**src/rtl/bd_ring_seq.sv**
```systemverilog
module bd_ring_seq #(
  parameter int NUM_BD = 16
) (
  input  logic        clk,
  input  logic        rst_n,
  input  logic        host_req,
  input  logic        host_we,
  input  logic [10:0] host_addr,
  input  logic [31:0] host_wdata,
  output logic [31:0] host_rdata,
  output logic        tx_valid,
  output logic [15:0] tx_len,
  output logic [31:0] tx_addr,
  output logic        tx_pad,
  output logic        tx_crc,
  input  logic        tx_done,
  input  logic [8:0]  tx_result,
  input  logic        rx_valid,
  input  logic [15:0] rx_len,
  input  logic [8:0]  rx_flags,
  output logic        irq
);
  localparam int IW = $clog2(NUM_BD);
  localparam int CW = IW + 1;

  typedef enum logic [1:0] {T_POLL, T_WAIT, T_WB} tx_st_t;

  logic [31:0]   stat_q [NUM_BD];
  logic [31:0]   addr_q [NUM_BD];
  logic [CW-1:0] txnum_q;
  logic [IW-1:0] tx_ptr, rx_ptr;
  logic [4:0]    src_q, mask_q;
  tx_st_t        tst;
  logic [15:0]   tx_len_q;
  logic [31:0]   tx_addr_q;
  logic          tx_pad_q, tx_crc_q;
  logic [8:0]    tx_res_q;
  logic          rx_pend;
  logic [15:0]   rx_len_q;
  logic [8:0]    rx_err_q;

  wire          host_bd  = host_req && host_addr[10];
  wire          host_reg = host_req && !host_addr[10];
  wire [IW-1:0] h_idx    = host_addr[3 +: IW];
  wire [1:0]    h_reg    = host_addr[3:2];
  wire          num_wr   = host_reg && host_we && h_reg == 2'd2;
  wire [CW-1:0] num_new  = (host_wdata > NUM_BD) ? CW'(NUM_BD) : host_wdata[CW-1:0];
  wire [IW-1:0] rx_first = txnum_q[IW-1:0];
  wire          rx_has   = txnum_q < CW'(NUM_BD);

  wire [31:0] tx_stat = stat_q[tx_ptr];
  wire [31:0] rx_stat = stat_q[rx_ptr];

  wire tx_go   = tst == T_POLL && txnum_q != '0 && tx_stat[15];
  wire tx_wr   = tst == T_WB && !host_bd;
  wire rx_take = rx_valid && !rx_pend && rx_has && rx_stat[15];
  wire rx_busy = rx_valid && !rx_take;
  wire rx_wr   = rx_pend && !host_bd;

  wire tx_last = tx_stat[13] || ({1'b0, tx_ptr} == txnum_q - 1'b1);
  wire rx_last = rx_stat[13] || (rx_ptr == IW'(NUM_BD - 1));
  wire tx_ev   = tx_wr && tx_stat[14];
  wire rx_ev   = rx_wr && rx_stat[14];
  wire tx_bad  = tx_res_q[8] | tx_res_q[3] | tx_res_q[2] | tx_res_q[0];
  wire rx_bad  = |rx_err_q[7:0];

  wire [4:0] ev_set = {rx_busy, rx_ev & rx_bad, rx_ev & ~rx_bad, tx_ev & tx_bad, tx_ev & ~tx_bad};
  wire [4:0] ev_clr = (host_reg && host_we && h_reg == 2'd0) ? host_wdata[4:0] : 5'd0;

  wire unused_ok = ^{host_addr, host_wdata};

  always_ff @(posedge clk) begin
    if (!rst_n) begin
      for (int i = 0; i < NUM_BD; i++) begin
        stat_q[i] <= '0;
        addr_q[i] <= '0;
      end
    end else begin
      if (host_bd && host_we) begin
        if (host_addr[2]) addr_q[h_idx] <= host_wdata;
        else              stat_q[h_idx] <= host_wdata;
      end
      if (tx_wr) stat_q[tx_ptr] <= {tx_stat[31:16], 1'b0, tx_stat[14:9], tx_res_q};
      if (rx_wr) stat_q[rx_ptr] <= {rx_len_q, 1'b0, rx_stat[14:9], rx_err_q};
    end
  end

  always_ff @(posedge clk) begin
    if (!rst_n) begin
      src_q   <= '0;
      mask_q  <= '0;
      txnum_q <= CW'(NUM_BD / 2);
    end else begin
      src_q <= (src_q & ~ev_clr) | ev_set;
      if (host_reg && host_we && h_reg == 2'd1) mask_q <= host_wdata[4:0];
      if (num_wr) txnum_q <= num_new;
    end
  end

  always_ff @(posedge clk) begin
    if (!rst_n) begin
      tst       <= T_POLL;
      tx_ptr    <= '0;
      tx_len_q  <= '0;
      tx_addr_q <= '0;
      tx_pad_q  <= 1'b0;
      tx_crc_q  <= 1'b0;
      tx_res_q  <= '0;
    end else if (num_wr) begin
      tst    <= T_POLL;
      tx_ptr <= '0;
    end else begin
      case (tst)
        T_POLL: if (tx_go) begin
          tst       <= T_WAIT;
          tx_len_q  <= tx_stat[31:16];
          tx_addr_q <= addr_q[tx_ptr];
          tx_pad_q  <= tx_stat[12] && tx_stat[31:16] < 16'd64;
          tx_crc_q  <= tx_stat[11];
        end
        T_WAIT: if (tx_done) begin
          tst      <= T_WB;
          tx_res_q <= tx_result;
        end
        default: if (tx_wr) begin
          tst    <= T_POLL;
          tx_ptr <= tx_last ? '0 : tx_ptr + 1'b1;
        end
      endcase
    end
  end

  always_ff @(posedge clk) begin
    if (!rst_n) begin
      rx_ptr   <= IW'(NUM_BD / 2);
      rx_pend  <= 1'b0;
      rx_len_q <= '0;
      rx_err_q <= '0;
    end else if (num_wr) begin
      rx_ptr  <= num_new[IW-1:0];
      rx_pend <= 1'b0;
    end else if (rx_wr) begin
      rx_pend <= 1'b0;
      rx_ptr  <= rx_last ? rx_first : rx_ptr + 1'b1;
    end else if (rx_take) begin
      rx_pend  <= 1'b1;
      rx_len_q <= rx_len;
      rx_err_q <= rx_flags;
    end
  end

  always_comb begin
    if (host_addr[10])
      host_rdata = host_addr[2] ? addr_q[h_idx] : stat_q[h_idx];
    else
      case (h_reg)
        2'd0:    host_rdata = {27'd0, src_q};
        2'd1:    host_rdata = {27'd0, mask_q};
        2'd2:    host_rdata = 32'(txnum_q);
        default: host_rdata = '0;
      endcase
  end

  assign tx_valid = tst == T_WAIT;
  assign tx_len   = tx_len_q;
  assign tx_addr  = tx_addr_q;
  assign tx_pad   = tx_pad_q;
  assign tx_crc   = tx_crc_q;
  assign irq      = |(src_q & mask_q);


  tx_hold_chk: assert property (@(posedge clk) disable iff (!rst_n)
    (tx_valid && !tx_done && !num_wr) |=> (tx_valid && $stable(tx_len) && $stable(tx_addr)));


  tx_ptr_chk: assert property (@(posedge clk) disable iff (!rst_n)
    (txnum_q != '0) |-> ({1'b0, tx_ptr} < txnum_q));


  rx_ptr_chk: assert property (@(posedge clk) disable iff (!rst_n)
    rx_has |-> ({1'b0, rx_ptr} >= txnum_q));


  busy_chk: assert property (@(posedge clk) disable iff (!rst_n)
    (rx_valid && !rx_pend && !rx_stat[15] && !num_wr) |=> src_q[4]);


  host_prio_chk: assert property (@(posedge clk) disable iff (!rst_n)
    (host_bd && !host_we) |=> ((src_q[3:0] & ~$past(src_q[3:0])) == 4'd0));
endmodule

```
**config.mk**
```make
export PLATFORM = sky130hd
export DESIGN_NAME = bd_ring_seq
export DESIGN_NICKNAME = d
export VERILOG_FILES = /design/src/rtl/bd_ring_seq.sv
export SDC_FILE = /design/constraint.sdc
export NUM_CORES = 2
export LEC_CHECK = 0
export BUFFER_PORTS_ARGS = -buffer_cell sky130_fd_sc_hd__buf_2
export CORE_ASPECT_RATIO = 0.75
export CORE_MARGIN = 5
export CORE_UTILIZATION = 30
export DETAILED_ROUTE_END_ITERATION = 10
export SETUP_SLACK_MARGIN = 0.05
export SLEW_MARGIN = 10
export SYNTH_ARGS = -nofsm -noshare
export SYNTH_HDL_FRONTEND = slang
export SYNTH_SLANG_ARGS = --single-unit
```
**constraint.sdc**
```tcl
create_clock -name clk -period 5.5 [get_ports clk]
set_clock_uncertainty 0.1 [all_clocks]
set_input_delay 0.55 -clock clk [delete_from_list [all_inputs] [get_ports clk]]
set_output_delay 0.55 -clock clk [all_outputs]
set_load 0.02 [all_outputs]
```
==> flow_summary_export.csv <==
group,metric,value,unit
status,status,"finished clean",
floorplan,die_h,399,um
logic_synthesis,synth_ff_type,"edfxtp_1",
detailed_routing,ant_nets,0,
logic_synthesis,yosysWarnings,0,
cts,cts_tree,"built",
detailed_routing,drt_iter0_markers,7087,
global_routing,grt_pass1_vias,41052,
power,peakVddDrop,0.275,mV
hold_path,hold_path.class,"primary input to register",
global_routing,grt_pass1_wl,315000,um
floorplan,core-area,0.200,mm2
logic_synthesis,syn_avg_cell_area,13.9,um2
timing,setup_viol,0,
timing,rsz0062_at_grt,"no",
detailed_routing,num_vias,42014,
detailed_routing,viasPerCell,5.89,
worst_setup_path,critPathRequiredTime,4.85,ns
placement,portBuffers,161,
worst_setup_path,critical_path.top_delay_family,"buffers and inverters",
logic_synthesis,synth_top_area_cell,"edfxtp_1",
job,maxCapViolCount,0,
worst_setup_path,cp_max_fo,67,
worst_setup_path,crit_path_start_kind,"primary input",
logic_synthesis,synth_edf_count,1008,
power,p_leak,23.2,nW
logic_synthesis,synth_xor_area_share,0.159,%
worst_setup_path,path_class,"primary input to output pin",
global_routing,grt_usage,20.9,%
final_layout,nets,4455,
placement,placed_area,0.0650,mm2
power,p_comb_share,8.8,%
cts,h-tree-depth,3,
cts,post-cts-setup-buffer-count,0,
final_layout,syn2layout_area_growth,14.1,%
logic_synthesis,synth_compound_area_share,5.66,%
logic_synthesis,async_flop_share,0,%
floorplan,pin_count,167,
timing,report.final.slew_viol_count,0,
worst_setup_path,cp_num_buf_inv,4,
logic_synthesis,yosysUniqueCellTypes,59,
power,p_clk_share,41.3,%
logic_synthesis,synth_top_family_by_area,"multiplexers",
floorplan,dieArea,0.211,mm2
power,power-per-cell-area,287,mW/mm2
timing,min_period_over_period,76.0,%
timing,max_slew_margin,10.7,%
worst_setup_path,crit_chain,"buf_8 > buf_12 > buf_4 > mux4_2 > mux4_2 > mux2i_1 > nor2b_1 > buf_2",
detailed_routing,firstDrtPassIters,6,
cts,numCtsBuffers,116,
cts,clockBufferDepth,3,
logic_synthesis,syn_area,0.0606,mm2
logic_synthesis,ys_seq_area_share,54.4,%
global_routing,grt_max_degree,72,
floorplan,die_w,529,um
worst_setup_path,path_common_cell,"mux4_2",
final_layout,post-route-util,34.5,%
power,p_int,15.0,mW
final_layout,fin_area,0.0691,mm2
timing,hold_ws,0.0277,ns
timing,fmax,0.239,GHz
global_routing,overflow,0,
placement,gp_congestion,0.852,
logic_synthesis,muxShareOfSynthArea,25.5,%
logic_synthesis,ys_top_cells_by_area,"edfxtp_1, mux4_2, and2_1",
power,p_switching,4.85,mW
worst_setup_path,slowest_delay,0.64,ns
logic_synthesis,synthCells,4354,
floorplan,rows,142,
global_routing,antenna_found_initial,25,
detailed_routing,routed_wl,227000,um
floorplan,initial_utilization,30.3,%
timing,finalSetupTns,0,ns
worst_setup_path,cp-end-kind,"output pin",
logic_synthesis,synth-simple-area-share,10.9,%
logic_synthesis,ys_ff_latch,1142,
timing,hold_viol,0,
placement,dp_hpwl,139000,um
logic_synthesis,synth_fa_ha_area_share,0.124,%
detailed_routing,drc,0,
worst_setup_path,worstPathArrival,3.53,ns
final_layout,final_layout_size_suffix_gt1_share,27.5,%
power,pwr-share-seq,49.9,%
logic_synthesis,yosysTopAreaCellShare,50.0,%
worst_setup_path,slowest_stage,"buf_8",
power,swShare,24.4,%
timing,min_period,4.18,ns
cts,cts.sinks,1142,
cts,cts_root_buffer,"clkbuf_16",
detailed_routing,wire_per_inst,31.7,um
logic_synthesis,synth_nets,4443,
timing,worst_slew_pin_slew,1.34,ns
cts,clock_latency,0.77,ns
cts,clk_pin_slew_worst_paths,0.06,ns
[synthesized netlist by cell type, types with 6 or more instances]
cell type / n
and3_1: 14
buf_2: 35
clkbuf_1: 365
mux2i_1: 133
and2_1: 504
ha_1: 6
nor2b_1: 35
inv_1: 8
dfxtp_1: 134
a211oi_1: 6
a21oi_1: 24
buf_1: 45
o21a_1: 8
a22oi_1: 23
nor3_1: 24
mux4_1: 12
o21ai_0: 447
buf_6: 7
mux2_2: 13
xnor2_1: 7
nor4_1: 13
nor2_1: 128
edfxtp_1: 1008
nand3_1: 73
mux4_2: 600
buf_4: 10
nand2_1: 503
or3_1: 9
nand2b_1: 9
o22ai_1: 97
[cell usage in the layout (no fill, tap or decap), types with 13 or more instances in the layout]
cell type	n
clkbuf_1	24
nor3_1	20
buf_2	156
mux4_2	600
clkbuf_8	14
o22ai_1	97
dlygate4sd3_1	22
nand3_2	24
clkinv_1	19
mux2_2	13
buf_4	158
dfxtp_1	126
clkinv_2	22
o21ai_0	431
edfxtp_1	1008
and3_1	14
nor2b_1	35
o21ai_4	16
a22oi_1	23
nor2_1	100
nor2_4	22
a21oi_1	24
buf_12	21
mux2i_1	132
nand3_1	48
nand2_1	502
and2_1	504
clkbuf_16	117
[per-layer routing]
layer  global-route usage, %  share of wire (%)  vias to the layer above
li1                        -                  -                    16794
met1                    29.4                 39                    21530
met2                    30.9                 43                     3180
met3                    5.01                 13                      498
met4                    9.21                4.8                       12
met5                       0              0.035                        -
[through the flow]
step	worst slack [ns]	std cells	power (mW)
after floorplan	0.934	4354	11.0
after global placement	1.28	6890	11.8
after detailed placement	1.19	6890	11.8
after CTS	1.30	7128	19.9
after global routing	1.19	7130	20.3
final	1.32	7138	19.9
[tightest hold or removal path: cells and delay by family]
| kind | cells | cell delay [ns] |
|---|---|---|
| buffers and inverters | 1 | 0.12 |
| and+or+nand+nor | 1 | 0.09 |
| AOI/OAI and AO/OA | 1 | 0.08 |
[path summary, 6_finish.rpt]
| kind | slack, ns | start | cells past startpoint | endpoint |
|---|---|---|---|---|
| max | 1.32 | host_addr[3] | 8 | host_rdata[7] |
| min reg2reg | 0.39 | src_q[1] | 2 | src_q[1] |
| max reg2reg | 1.51 | tst[0] | 5 | stat_q[6][16] |
| min | 0.03 | rx_len[4] | 3 | rx_len_q[4] |
[power by group through the flow]
| stage | clock network, mW | logic, mW | registers (mW) |
|---|---|---|---|
| finish | 8.20 | 1.74 | 9.92 |
| global route | 8.60 | 1.79 | 9.95 |
| CTS | 8.25 | 1.73 | 9.91 |
| detailed placement | 0 | 1.72 | 10.1 |
| global placement | 0 | 1.70 | 10.1 |
| floorplan | 0 | 1.00 | 10.0 |
[cells by family (layout without fill, tap and decap cells)]
group                    after synthesis  count (layout)
AO/OA/AOI/OAI                        627             627
XOR/XNOR                              11              11
adder cells (fa/ha/maj)                6               6
buffers and inverters                476             586
flip-flops                          1142            1142
multiplexers                         765             765
other                                  0              10
AND/OR/NAND/NOR                     1327            1327
[cell type report]
cell class              instances  area, um2
multi-input cells            2736      26200
clock buffers                 155       3210
flip-flops and latches       1142      33000
well taps                    2664       3330
inverters                      10       41.3
repair buffers                360       2650
diodes                         10       25.0
clock inverters                61        668
fillers                     19062     131000
[timing repair]
action,CTS,global route
gates resized for setup,0,0
hold endpoints to repair,22,0
hold buffers,22,0
[flip-flops by register name, summed over array words and instances (netlist names), 5 cells and up, named ones only]
name      count
addr_q      512
mask_q        5
rx_err_q      9
rx_len_q     16
src_q         5
stat_q      512
tx_addr      32
tx_len       16
tx_res_q      9
txnum_q       5
Note: power is estimated with default switching activity, not from simulation.
